File: src/rtl/fcd_pkg.sv
package fcd_pkg;

  typedef logic [1:0] tap_t;

  localparam tap_t TAP_CENTRE = 2'd1;

  // Choose the delay with the most agreements; centre wins ties, then delay 0.
  function automatic tap_t pick_tap(input int unsigned agree0,
                                    input int unsigned agree1,
                                    input int unsigned agree2);
    if (agree1 >= agree0 && agree1 >= agree2) return TAP_CENTRE;
    if (agree0 >= agree2) return 2'd0;
    return 2'd2;
  endfunction

  // Parallel clock is high on the three positions around mid-word.
  function automatic logic pclk_phase(input int unsigned pos,
                                      input int unsigned wbits);
    return (pos + 1 >= wbits / 2) && (pos <= wbits / 2 + 1);
  endfunction

endpackage

File: src/rtl/fcd_frame_track.sv
module fcd_frame_track #(
  parameter int WB        = 7,
  parameter int IDLE_BITS = 16,
  localparam int PW = $clog2(WB),
  localparam int CW = $clog2(IDLE_BITS + 1)
) (
  input  logic          clk,
  input  logic          rst_n,
  input  logic          frame_in,
  output logic [PW-1:0] pos,
  output logic          word_end,
  output logic          idle,
  output logic          pclk
);
  import fcd_pkg::*;

  logic [2:0]    fh;
  logic [PW-1:0] pos_q;
  logic [CW-1:0] quiet_q;
  logic          wstart;

  assign wstart   = fh[1] & ~fh[2];
  assign pos      = wstart ? '0 : pos_q;
  assign word_end = (pos == PW'(WB - 1));
  assign idle     = (quiet_q == CW'(IDLE_BITS));

  always_ff @(posedge clk or negedge rst_n) begin
    if (!rst_n) begin
      fh      <= '0;
      pos_q   <= '0;
      quiet_q <= CW'(IDLE_BITS);
      pclk    <= 1'b0;
    end else begin
      fh    <= {fh[1:0], frame_in};
      pos_q <= word_end ? '0 : pos + 1'b1;
      if (fh[0] ^ fh[1])  quiet_q <= '0;
      else if (!idle)     quiet_q <= quiet_q + 1'b1;
      pclk  <= idle ? 1'b0 : pclk_phase(32'(pos), WB);
    end
  end

endmodule

File: src/rtl/fcd_lane_align.sv
module fcd_lane_align #(
  parameter int PW = 3
) (
  input  logic          clk,
  input  logic          rst_n,
  input  logic          din,
  input  fcd_pkg::tap_t tap,
  input  logic [PW-1:0] pos,
  output logic          bit_al,
  output logic [2:0]    hist,
  output logic          seen
);
  logic [2:0] h;
  logic       tog_q;

  assign hist = h;
  assign seen = (h[0] ^ h[1]) | ((pos != '0) & tog_q);

  always_comb begin
    case (tap)
      2'd0:    bit_al = h[0];
      2'd2:    bit_al = h[2];
      default: bit_al = h[1];
    endcase
  end

  always_ff @(posedge clk or negedge rst_n) begin
    if (!rst_n) begin
      h     <= '0;
      tog_q <= 1'b0;
    end else begin
      h     <= {h[1:0], din};
      tog_q <= seen;
    end
  end

endmodule

File: src/rtl/fcd_trainer.sv
module fcd_trainer #(
  parameter int LANES       = 4,
  parameter int WB          = 7,
  parameter int TRAIN_WORDS = 4096,
  parameter int MIN_PULSE   = 4,
  localparam int MW = $clog2(TRAIN_WORDS * WB + WB + 1),
  localparam int VW = $clog2(TRAIN_WORDS + 1),
  localparam int LW = $clog2(MIN_PULSE + 1)
) (
  input  logic               clk,
  input  logic               rst_n,
  input  logic               deskew_n,
  input  logic               word_end,
  input  logic               all_seen,
  input  logic [LANES*3-1:0] hist,
  output logic [LANES*2-1:0] taps,
  output logic               done,
  output logic               training,
  output logic               start
);
  import fcd_pkg::*;

  logic [MW-1:0] agree_q [LANES][3];
  tap_t          tap_q   [LANES];
  logic [VW-1:0] run_q;
  logic [LW-1:0] low_q;
  logic          dsk_q;
  logic          ref_bit;

  assign ref_bit = hist[1];
  assign start   = deskew_n & ~dsk_q & (low_q == LW'(MIN_PULSE));

  for (genvar g = 0; g < LANES; g++) begin : g_taps
    assign taps[g*2 +: 2] = tap_q[g];
  end

  always_ff @(posedge clk or negedge rst_n) begin
    if (!rst_n) begin
      dsk_q <= 1'b1;
      low_q <= '0;
    end else begin
      dsk_q <= deskew_n;
      if (deskew_n)                   low_q <= '0;
      else if (low_q != LW'(MIN_PULSE)) low_q <= low_q + 1'b1;
    end
  end

  always_ff @(posedge clk or negedge rst_n) begin
    if (!rst_n) begin
      training <= 1'b1;
      done     <= 1'b0;
      run_q    <= '0;
      for (int i = 0; i < LANES; i++) begin
        tap_q[i] <= TAP_CENTRE;
        for (int t = 0; t < 3; t++) agree_q[i][t] <= '0;
      end
    end else if (start) begin
      training <= 1'b1;
      done     <= 1'b0;
      run_q    <= '0;
      for (int i = 0; i < LANES; i++)
        for (int t = 0; t < 3; t++) agree_q[i][t] <= '0;
    end else if (training) begin
      for (int i = 0; i < LANES; i++)
        for (int t = 0; t < 3; t++)
          agree_q[i][t] <= agree_q[i][t] + MW'(hist[i*3+t] == ref_bit);
      if (word_end) begin
        if (!all_seen) begin
          run_q <= '0;
          for (int i = 0; i < LANES; i++)
            for (int t = 0; t < 3; t++) agree_q[i][t] <= '0;
        end else if (run_q == VW'(TRAIN_WORDS - 1)) begin
          training <= 1'b0;
          done     <= 1'b1;
          for (int i = 0; i < LANES; i++)
            tap_q[i] <= pick_tap(32'(agree_q[i][0]), 32'(agree_q[i][1]),
                                 32'(agree_q[i][2]));
        end else begin
          run_q <= run_q + 1'b1;
        end
      end
    end
  end

endmodule

File: src/rtl/fcd_assemble.sv
module fcd_assemble #(
  parameter int LANES = 4,
  parameter int WB    = 7,
  localparam int PW = $clog2(WB),
  localparam int DW = LANES * WB
) (
  input  logic             clk,
  input  logic             rst_n,
  input  logic [LANES-1:0] bits,
  input  logic [PW-1:0]    pos,
  input  logic             word_end,
  input  logic             idle,
  output logic [DW-1:0]    word
);
  logic [DW-1:0] asm_q;
  logic [DW-1:0] asm_nxt;

  always_comb begin
    asm_nxt = asm_q;
    for (int i = 0; i < LANES; i++)
      asm_nxt[i*WB + 32'(pos)] = bits[i];
  end

  always_ff @(posedge clk or negedge rst_n) begin
    if (!rst_n) begin
      asm_q <= '0;
      word  <= '0;
    end else if (!idle) begin
      asm_q <= asm_nxt;
      if (word_end) word <= asm_nxt;
    end
  end

endmodule

File: src/rtl/fcd_deserializer.sv
module fcd_deserializer #(
  parameter int LANES       = 4,
  parameter int WB          = 7,
  parameter int TRAIN_WORDS = 4096,
  parameter int MIN_PULSE   = 4,
  parameter int IDLE_BITS   = 16,
  localparam int PW = $clog2(WB),
  localparam int DW = LANES * WB
) (
  input  logic             clk,
  input  logic             rst_n,
  input  logic             frame_in,
  input  logic [LANES-1:0] lane_in,
  input  logic             deskew_n,
  output logic [DW-1:0]    word_out,
  output logic             pclk_out,
  output logic             deskew_done,
  output logic             link_idle
);
  logic [PW-1:0]      pos;
  logic               word_end;
  logic               idle;
  logic [LANES-1:0]   bits_al;
  logic [LANES-1:0]   seen;
  logic [LANES*3-1:0] hist;
  logic [LANES*2-1:0] taps;
  logic               training;
  logic               start;

  assign link_idle = idle;

  fcd_frame_track #(.WB(WB), .IDLE_BITS(IDLE_BITS)) u_frame (
    .clk(clk), .rst_n(rst_n), .frame_in(frame_in),
    .pos(pos), .word_end(word_end), .idle(idle), .pclk(pclk_out)
  );

  for (genvar g = 0; g < LANES; g++) begin : g_lane
    fcd_lane_align #(.PW(PW)) u_align (
      .clk(clk), .rst_n(rst_n), .din(lane_in[g]), .tap(taps[g*2 +: 2]),
      .pos(pos), .bit_al(bits_al[g]), .hist(hist[g*3 +: 3]), .seen(seen[g])
    );
  end

  fcd_trainer #(.LANES(LANES), .WB(WB), .TRAIN_WORDS(TRAIN_WORDS),
                .MIN_PULSE(MIN_PULSE)) u_train (
    .clk(clk), .rst_n(rst_n), .deskew_n(deskew_n), .word_end(word_end),
    .all_seen(&seen), .hist(hist), .taps(taps), .done(deskew_done),
    .training(training), .start(start)
  );

  fcd_assemble #(.LANES(LANES), .WB(WB)) u_asm (
    .clk(clk), .rst_n(rst_n), .bits(bits_al), .pos(pos),
    .word_end(word_end), .idle(idle), .word(word_out)
  );

endmodule

File: config.mk
export PLATFORM = sky130hd
export DESIGN_NAME = fcd_deserializer
export DESIGN_NICKNAME = d
export VERILOG_FILES = /design/src/rtl/fcd_pkg.sv /design/src/rtl/fcd_frame_track.sv /design/src/rtl/fcd_lane_align.sv /design/src/rtl/fcd_trainer.sv /design/src/rtl/fcd_assemble.sv /design/src/rtl/fcd_deserializer.sv
export SDC_FILE = /design/constraint.sdc
export NUM_CORES = 1
export LEC_CHECK = 0
export ABC_CLOCK_PERIOD_IN_PS = 2600
export BUFFER_PORTS_ARGS = -buffer_cell sky130_fd_sc_hd__buf_2
export CAP_MARGIN = 20
export CORE_UTILIZATION = 23
export DETAILED_ROUTE_END_ITERATION = 8
export SYNTH_ARGS = -nofsm -noshare
export SYNTH_HDL_FRONTEND = slang
export SYNTH_SLANG_ARGS = --single-unit
File: constraint.sdc
create_clock -name clk -period 2.6 [get_ports clk]
set_input_delay 0.39 -clock clk [delete_from_list [all_inputs] [get_ports clk]]
set_output_delay 0.39 -clock clk [all_outputs]
set_load 0.02 [all_outputs]
# Word-level counts from Yosys, hierarchy flattened
# Cells that the tools add are included.
op_classes:
  addsub: 20
  n_div: 0
  magnitude_cmp: 22
  shift: 0
  n_bitwise: 20
  reduce_logical: 24
  mux: 110
  n_eq_ne: 22
  n_mul: 0
ops:
  columns: ["op", "n"]
  rows:
  - ["$mux 180", 4]
  - ["$ge 15x15->1", 12]
  - ["$add 15x1->15", 11]
  - ["$bwmux 28", 4]
  - ["$ge 32x1->1 const B", 3]
  - ["$lt 32x6->1 const B", 3]
  - ["$mux 1", 67]
  - ["$mux 13", 5]
  - ["$ge 32x2->1 const B", 1]
  - ["$mux 2", 16]
  - ["$add 15x1->15 const B", 1]
  - ["$demux 1 s5", 3]
  - ["$add 13x1->13 const B", 1]
  - ["$eq 13x12->1 const B", 1]
  - ["$mux 3", 4]
  - ["$eq 1x1->1", 11]
  - ["$mux 5", 2]
  - ["$reduce_bool 2->1", 5]
  - ["$logic_and 1x1->1", 9]
  - ["$eq 2x2->1 const B", 4]
  - ["$logic_not 2->1", 4]
  - ["$pmux 1 s2", 4]
  - ["$reduce_and 4->1", 2]
  - ["$reduce_and 8->1", 1]
  - ["other kinds (21)", 40]
word_totals:
  ff_bits: 291
  n_memories: 0
  mem_bits_ro: 0
  elab_cells: 253
  output_inout_bits: 31
  latchBits: 0
  ramBits: 0
  in_bits: 8

# Depth between registers and ports, before layout
logic_depth:
  word_depth: 19
  mapped_depth: 13
  mapped_depth_nobuf: 10

# Modules after synthesis
# A second synthesis with hierarchy kept.
unflattened:
  cells_unflattened: 2061
  hier_area_um2: 18509.0
by_module_without_submodules:
  columns: ["module", "cells_each", "area_per_inst_um2", "n_inst", "seq_area_each_um2"]
  rows:
  - ["fcd_trainer", 1644, 14311.2, 1, 5187.5]
  - ["fcd_assemble", 325, 3034.2, 1, 1401.3]
  - ["fcd_frame_track", 51, 599.3, 1, 301.5]
  - ["fcd_lane_align", 10, 138.9, 4, 100.1]
  - ["fcd_deserializer", 1, 8.8, 1, 0.0]

# Worst setup path after synthesis
# Ideal clock, no wire load.
synth_path:
  path_type: "register to register"
  startpoint: "register u_frame.fh[1]"
  endpoint: "register u_train.agree_q[14] (netlist bit)"
  path_stages_with_launch: 14
  path_buffers: 4
  synth_period_minus_slack_ns: 2.845
  slack_ns: -0.245
  arrival_time_ns: 2.762
  setup_time_ns: 0.082
  required_ns: 2.518
  cell_sequence: "dfrtp_1 -> nor2b_1 -> buf_2 -> a21oi_1 -> inv_1 -> ha_1 -> nand2b_1 -> a22oi_1 -> a31o_2 -> nand3_1 -> buf_2 -> buf_2 -> buf_2 -> o22ai_1"
synth_between:
  elab_chain_len: 10
  word_cells_on_any_way: 17
  classes_between: "eq/ne: 1; mux: 5; bitwise: 9; reduce/logical: 2"
synth_rtl:
  columns: ["element", "line_no", "rtl"]
  rows:
  - ["from (decl)", "fcd_frame_track.sv:17", "logic [2:0] fh;"]
  - ["from (signal assigned)", "fcd_frame_track.sv:34", "fh <= {fh[1:0], frame_in};"]
  - ["$and 1x1->1 *", "fcd_frame_track.sv:22", "assign wstart = fh[1] & ~fh[2];"]
  - ["$mux 3 *", "fcd_frame_track.sv:23", "assign pos = wstart ? '0 : pos_q;"]
  - ["$reduce_bool 3->1", "fcd_lane_align.sv:17", "assign seen = (h[0] ^ h[1]) | ((pos != '0) & tog_q);"]
  - ["$and 1x1->1", "fcd_lane_align.sv:17", null]
  - ["$or 1x1->1", "fcd_lane_align.sv:17", null]
  - ["$reduce_and 4->1", "fcd_deserializer.sv:47", ".all_seen(&seen), .hist(hist), .taps(taps), .done(deskew_done),"]
  - ["$mux 180", "fcd_trainer.sv:68", "if (!all_seen) begin"]
  - ["$mux 180 *", "fcd_trainer.sv:67", "if (word_end) begin"]
  - ["$mux 180 *", "fcd_trainer.sv:63", "end else if (training) begin"]
  - ["$mux 180 *", "fcd_trainer.sv:57", "end else if (start) begin"]
  - ["to (signal, indexed assignment)", "fcd_trainer.sv:66", "agree_q[i][t] <= agree_q[i][t] + MW'(hist[i*3+t] == ref_bit);"]
  - ["to (decl)", "fcd_trainer.sv:23", "logic [MW-1:0] agree_q [LANES][3];"]
# Every way passes the cells marked *; elsewhere a longest branch is shown, timed or not. The select of a mux whose other input is x is not followed.
# A chain may end at the register's enable or synchronous reset.

# Worst setup path in the final report
layout_path:
  startpoint: "register g_lane[0].u_align.h[1]"
  endpoint: "register u_train.agree_q[178] (netlist bit)"
layout_between:
  elab_chain_len: 7
  word_cells_on_any_way: 9
  classes_between: "add/sub: 1; eq/ne: 1; mux: 4; bitwise: 2; reduce/logical: 1"
layout_rtl:
  columns: ["element", "line_no", "rtl"]
  rows:
  - ["from (decl)", "fcd_lane_align.sv:13", "logic [2:0] h;"]
  - ["from (signal assigned)", "fcd_lane_align.sv:32", "h <= {h[1:0], din};"]
  - ["branches (longest 4 deep; another with $add 15x1->15)", null, null]
  - ["$mux 180 *", "fcd_trainer.sv:67", null]
  - ["$mux 180 *", "fcd_trainer.sv:63", null]
  - ["$mux 180 *", "fcd_trainer.sv:57", null]
# Mark *: on every way between the ends. The select of a mux whose other input is x is not followed.

==> results_dict.tcl <==
set metrics [dict create \
    wl_met3_mm 1.89 \
    synth.top_cells.by_area "dfrtp_1 38%, ha_1 15%, o21ai_0 5.1%, nand2_1 3.5%, a21oi_1 3.2%" \
    synth_seq_cells 290 \
    cts_buffers 37 \
    area_growth_pct 19.2 \
    dp_slack_ps 50.6 \
    cts_tree "yes" \
    layout-drive-gt1-share_pct 12.2 \
    grt_max_degree 64 \
    syn_area_per_cell_sq_um 9.14 \
    yosysWarnings 0 \
    status "finished, final reports clean" \
    portBuffers 38 \
    cts-root-buf "clkbuf_16" \
    finClkSkew_ps 23.5 \
    fin_hold_ws_ps 406 \
    top_layer "met4" \
    wirelength_met1_mm 23.7 \
    grt_pass1_vias 14777 \
    nets 2349 \
    cts_sinks 290 \
    drc 0 \
    crit_type "reg2reg" \
    grt_overflow_total 0 \
    reg2reg_setup_slack_ps 90 \
    die_w_microns 286 \
    fmax_mhz 398 \
    rr_startpoint "g_lane[0].u_align.hist[1]" \
    synth.top_cell.area_share_pct 38.2 \
    synth-seq-area-share_pct 39.2 \
    postSynthCellCount 2026 \
    postRouteAntennaNets 0 \
    netlist_area_sq_um 18500 \
    track_usage_pct 11.7 \
    rows 103 \
    slew_headroom_pct 44.7 \
    critPathMaxFanout 4 \
    power_mw 20.3 \
    cts_buffer_depth 3 \
    required_ps 3020 \
    hold_path.class "in2async" \
    synth-edff-count 0 \
    rr_worst_depth 8 \
    fp.dieH_microns 286 \
    cellLeakagePower_nw 10.1 \
    viasPerCell 4.74 \
    drv_slew 0 \
    tightest_slew_ps 822 \
    min_period_ps 2510 \
    via_count 15168 \
    routed_wl_mm 48.3 \
    yosys.area.top_type "dfrtp_1" \
    hold_viol 0 \
    io_pins 39 \
    synthArstFlopShare_pct 100 \
    grt_pass1_wl_mm 78.9 \
    peakVddDrop_v 0.000627 \
    synth_nets 2249 \
    wire_per_inst_microns 15.1 \
    firstDrtPassIters 5 \
    end_kind "register" \
    setup_viol 0 \
    start_util_pct 23.4 \
    insertion_delay_ps 550 \
    p_per_area_nw_per_um2 918 \
    dp_hpwl_mm 34.5 \
    fin_crit_sh_pct 96.6 \
    ys.flop_type "dfrtp_1" \
    drtIter0Drc 931 \
    maxCapViolations 0 \
    finalWorstSetupSlack_ps 89.1 \
    wl_met2_mm 21.6 \
    r2r_end "u_train.agree_q[178]" \
    grt_antenna_before_repair 0 \
    dieArea_sq_um 81600 \
    core-area_sq_um 79300 \
    place.gp.congestion 0.856 \
    cp-start-kind "register" \
    cp.arrival_ps 2930 \
    synth_cell_type_count 68 \
    antennaDiodeCount 0 \
    clk_pin_slew_ps 70 \
    h-tree-depth 2 \
]
==> cells by family (layout without fill, tap and decap cells) <==
logic type	Yosys count	count (layout)	share of synthesized area [%]
and+or+nand+nor	688	688	19.0
adders and majority gates	215	215	14.5
DFF	290	290	39.2
AOI/OAI and AO/OA	492	492	16.1
buffers and inverters	219	346	4.71
muxes	63	63	3.58
xor gates and xnor gates	59	59	2.79
==> placed cells by master (no fill, tap or decap), drive strengths merged, types with 10 or more instances in the layout <==
cell type,instances
dfrtp,283
ha,215
o21ai,193
nand2,174
inv,146
buf,125
a21oi,118
nor2,108
nand3,98
and3,64
clkbuf,59
nand4,57
nor3,50
a21o,48
xnor2,46
or3,38
mux2i,37
a22o,31
mux2,26
nand2b,20
and4,16
nor2b,16
o31ai,15
a211oi,15
xor2,13
a31oi,12
and2,11
nor3b,10
nor4,10
==> metrics by stage <==
| step | util [%] | std cells | TNS (ps) | instance area [sq um] |
|---|---|---|---|---|
| floorplan | - | 2026 | 0 | 18500 |
| global placement | 26.0 | 3122 | 0 | 20600 |
| detailed placement | 26.0 | 3122 | 0 | 20600 |
| CTS | 27.5 | 3195 | 0 | 21800 |
| global route | 27.8 | 3203 | -42.9 | 22100 |
| finish | 27.8 | 3203 | 0 | 22100 |
==> worst max-delay path by stage <==
stage | startpoint | endpoint | cells after the start
finish | g_lane[0].u_align.hist[1] | u_train.agree_q[178] | 8
global placement | g_lane[0].u_align.hist[1] | u_train.agree_q[178] | 8
CTS | g_lane[0].u_align.hist[1] | u_train.agree_q[178] | 8
floorplan | u_frame.fh[1] | u_train.agree_q[14] | 13
detailed placement | g_lane[0].u_align.hist[1] | u_train.agree_q[178] | 8
global route | g_lane[0].u_align.hist[1] | u_train.agree_q[178] | 8
==> worst max-delay path: stages (launching register included) <==
cell	delay [ps]
dfrtp_2	460
xnor2_2	210
ha_1	230
and3_1	200
or4b_1	480
or3_1	380
nor2_1	110
o21ai_0	80
a22o_1	240
==> metal layers <==
metal  vias up  track usage, %
met5         -               0
met4         0            3.60
met3        73            1.54
met2       274            18.7
met1      7302            16.3
li1       7519               -
==> sequential cells by signal, indices dropped and copies added (netlist names) <==
| name | flops |
|---|---|
| g_lane.u_align.hist | 12 |
| g_lane.u_align.tog_q | 4 |
| u_asm.asm_q | 27 |
| u_asm.word | 28 |
| u_frame.fh | 3 |
| u_frame.pclk | 1 |
| u_frame.pos_q | 3 |
| u_frame.quiet_q | 5 |
| u_train.agree_q | 180 |
| u_train.done | 1 |
| u_train.dsk_q | 1 |
| u_train.low_q | 3 |
| u_train.run_q | 13 |
| u_train.taps | 8 |
| u_train.training | 1 |
==> Yosys cell counts, types with 3 or more instances <==
| master | instances |
|---|---|
| dfrtp_1 | 283 |
| ha_1 | 215 |
| o21ai_0 | 189 |
| nand2_1 | 173 |
| inv_1 | 144 |
| a21oi_1 | 118 |
| nor2_1 | 107 |
| nand3_1 | 98 |
| and3_1 | 62 |
| nand4_1 | 56 |
| a21o_1 | 48 |
| nor3_1 | 48 |
| xnor2_1 | 46 |
| clkbuf_1 | 40 |
| or3_1 | 38 |
| mux2i_1 | 37 |
| a22o_1 | 31 |
| buf_2 | 28 |
| mux2_2 | 26 |
| nand2b_1 | 20 |
| and4_1 | 16 |
| nor2b_1 | 16 |
| a211oi_1 | 15 |
| o31ai_1 | 15 |
| xor2_1 | 13 |
| a31oi_1 | 12 |
| and2_1 | 11 |
| nor3b_1 | 10 |
| nor4_1 | 10 |
| o21a_1 | 9 |
| o22ai_1 | 8 |
| o2bb2ai_1 | 8 |
| dfstp_2 | 7 |
| a2111oi_0 | 6 |
| or2_2 | 6 |
| buf_1 | 5 |
| a31o_2 | 4 |
| a41oi_1 | 4 |
| a221oi_1 | 3 |
| o21ai_1 | 3 |
==> what timing repair did <==
action                                  4_1_cts  5_1_grt
gates resized for setup                       0       24
hold buffers                                  7        0
buffers inserted                              0        4
endpoints found under the setup margin        0       93
endpoints found under the hold margin        61        0
==> layout make-up <==
cell class,instances,area (sq um)
well taps,1050,1310
flip-flops and latches,290,7270
clock buffers,55,1040
clock inverters,11,113
repair buffers,136,1260
fillers,8391,57200
inverters,144,541
multi-input cells,1517,10500
==> power breakdown <==
group / internal (mW) / switching (mW) / total (mW) / leakage, nW
combinational: 3.46 / 5.03 / 8.49 / 5.91
clock: 2.98 / 2.02 / 4.99 / 0.572
sequential: 5.72 / 1.05 / 6.77 / 3.63
Power figures use the tool's default switching activity.
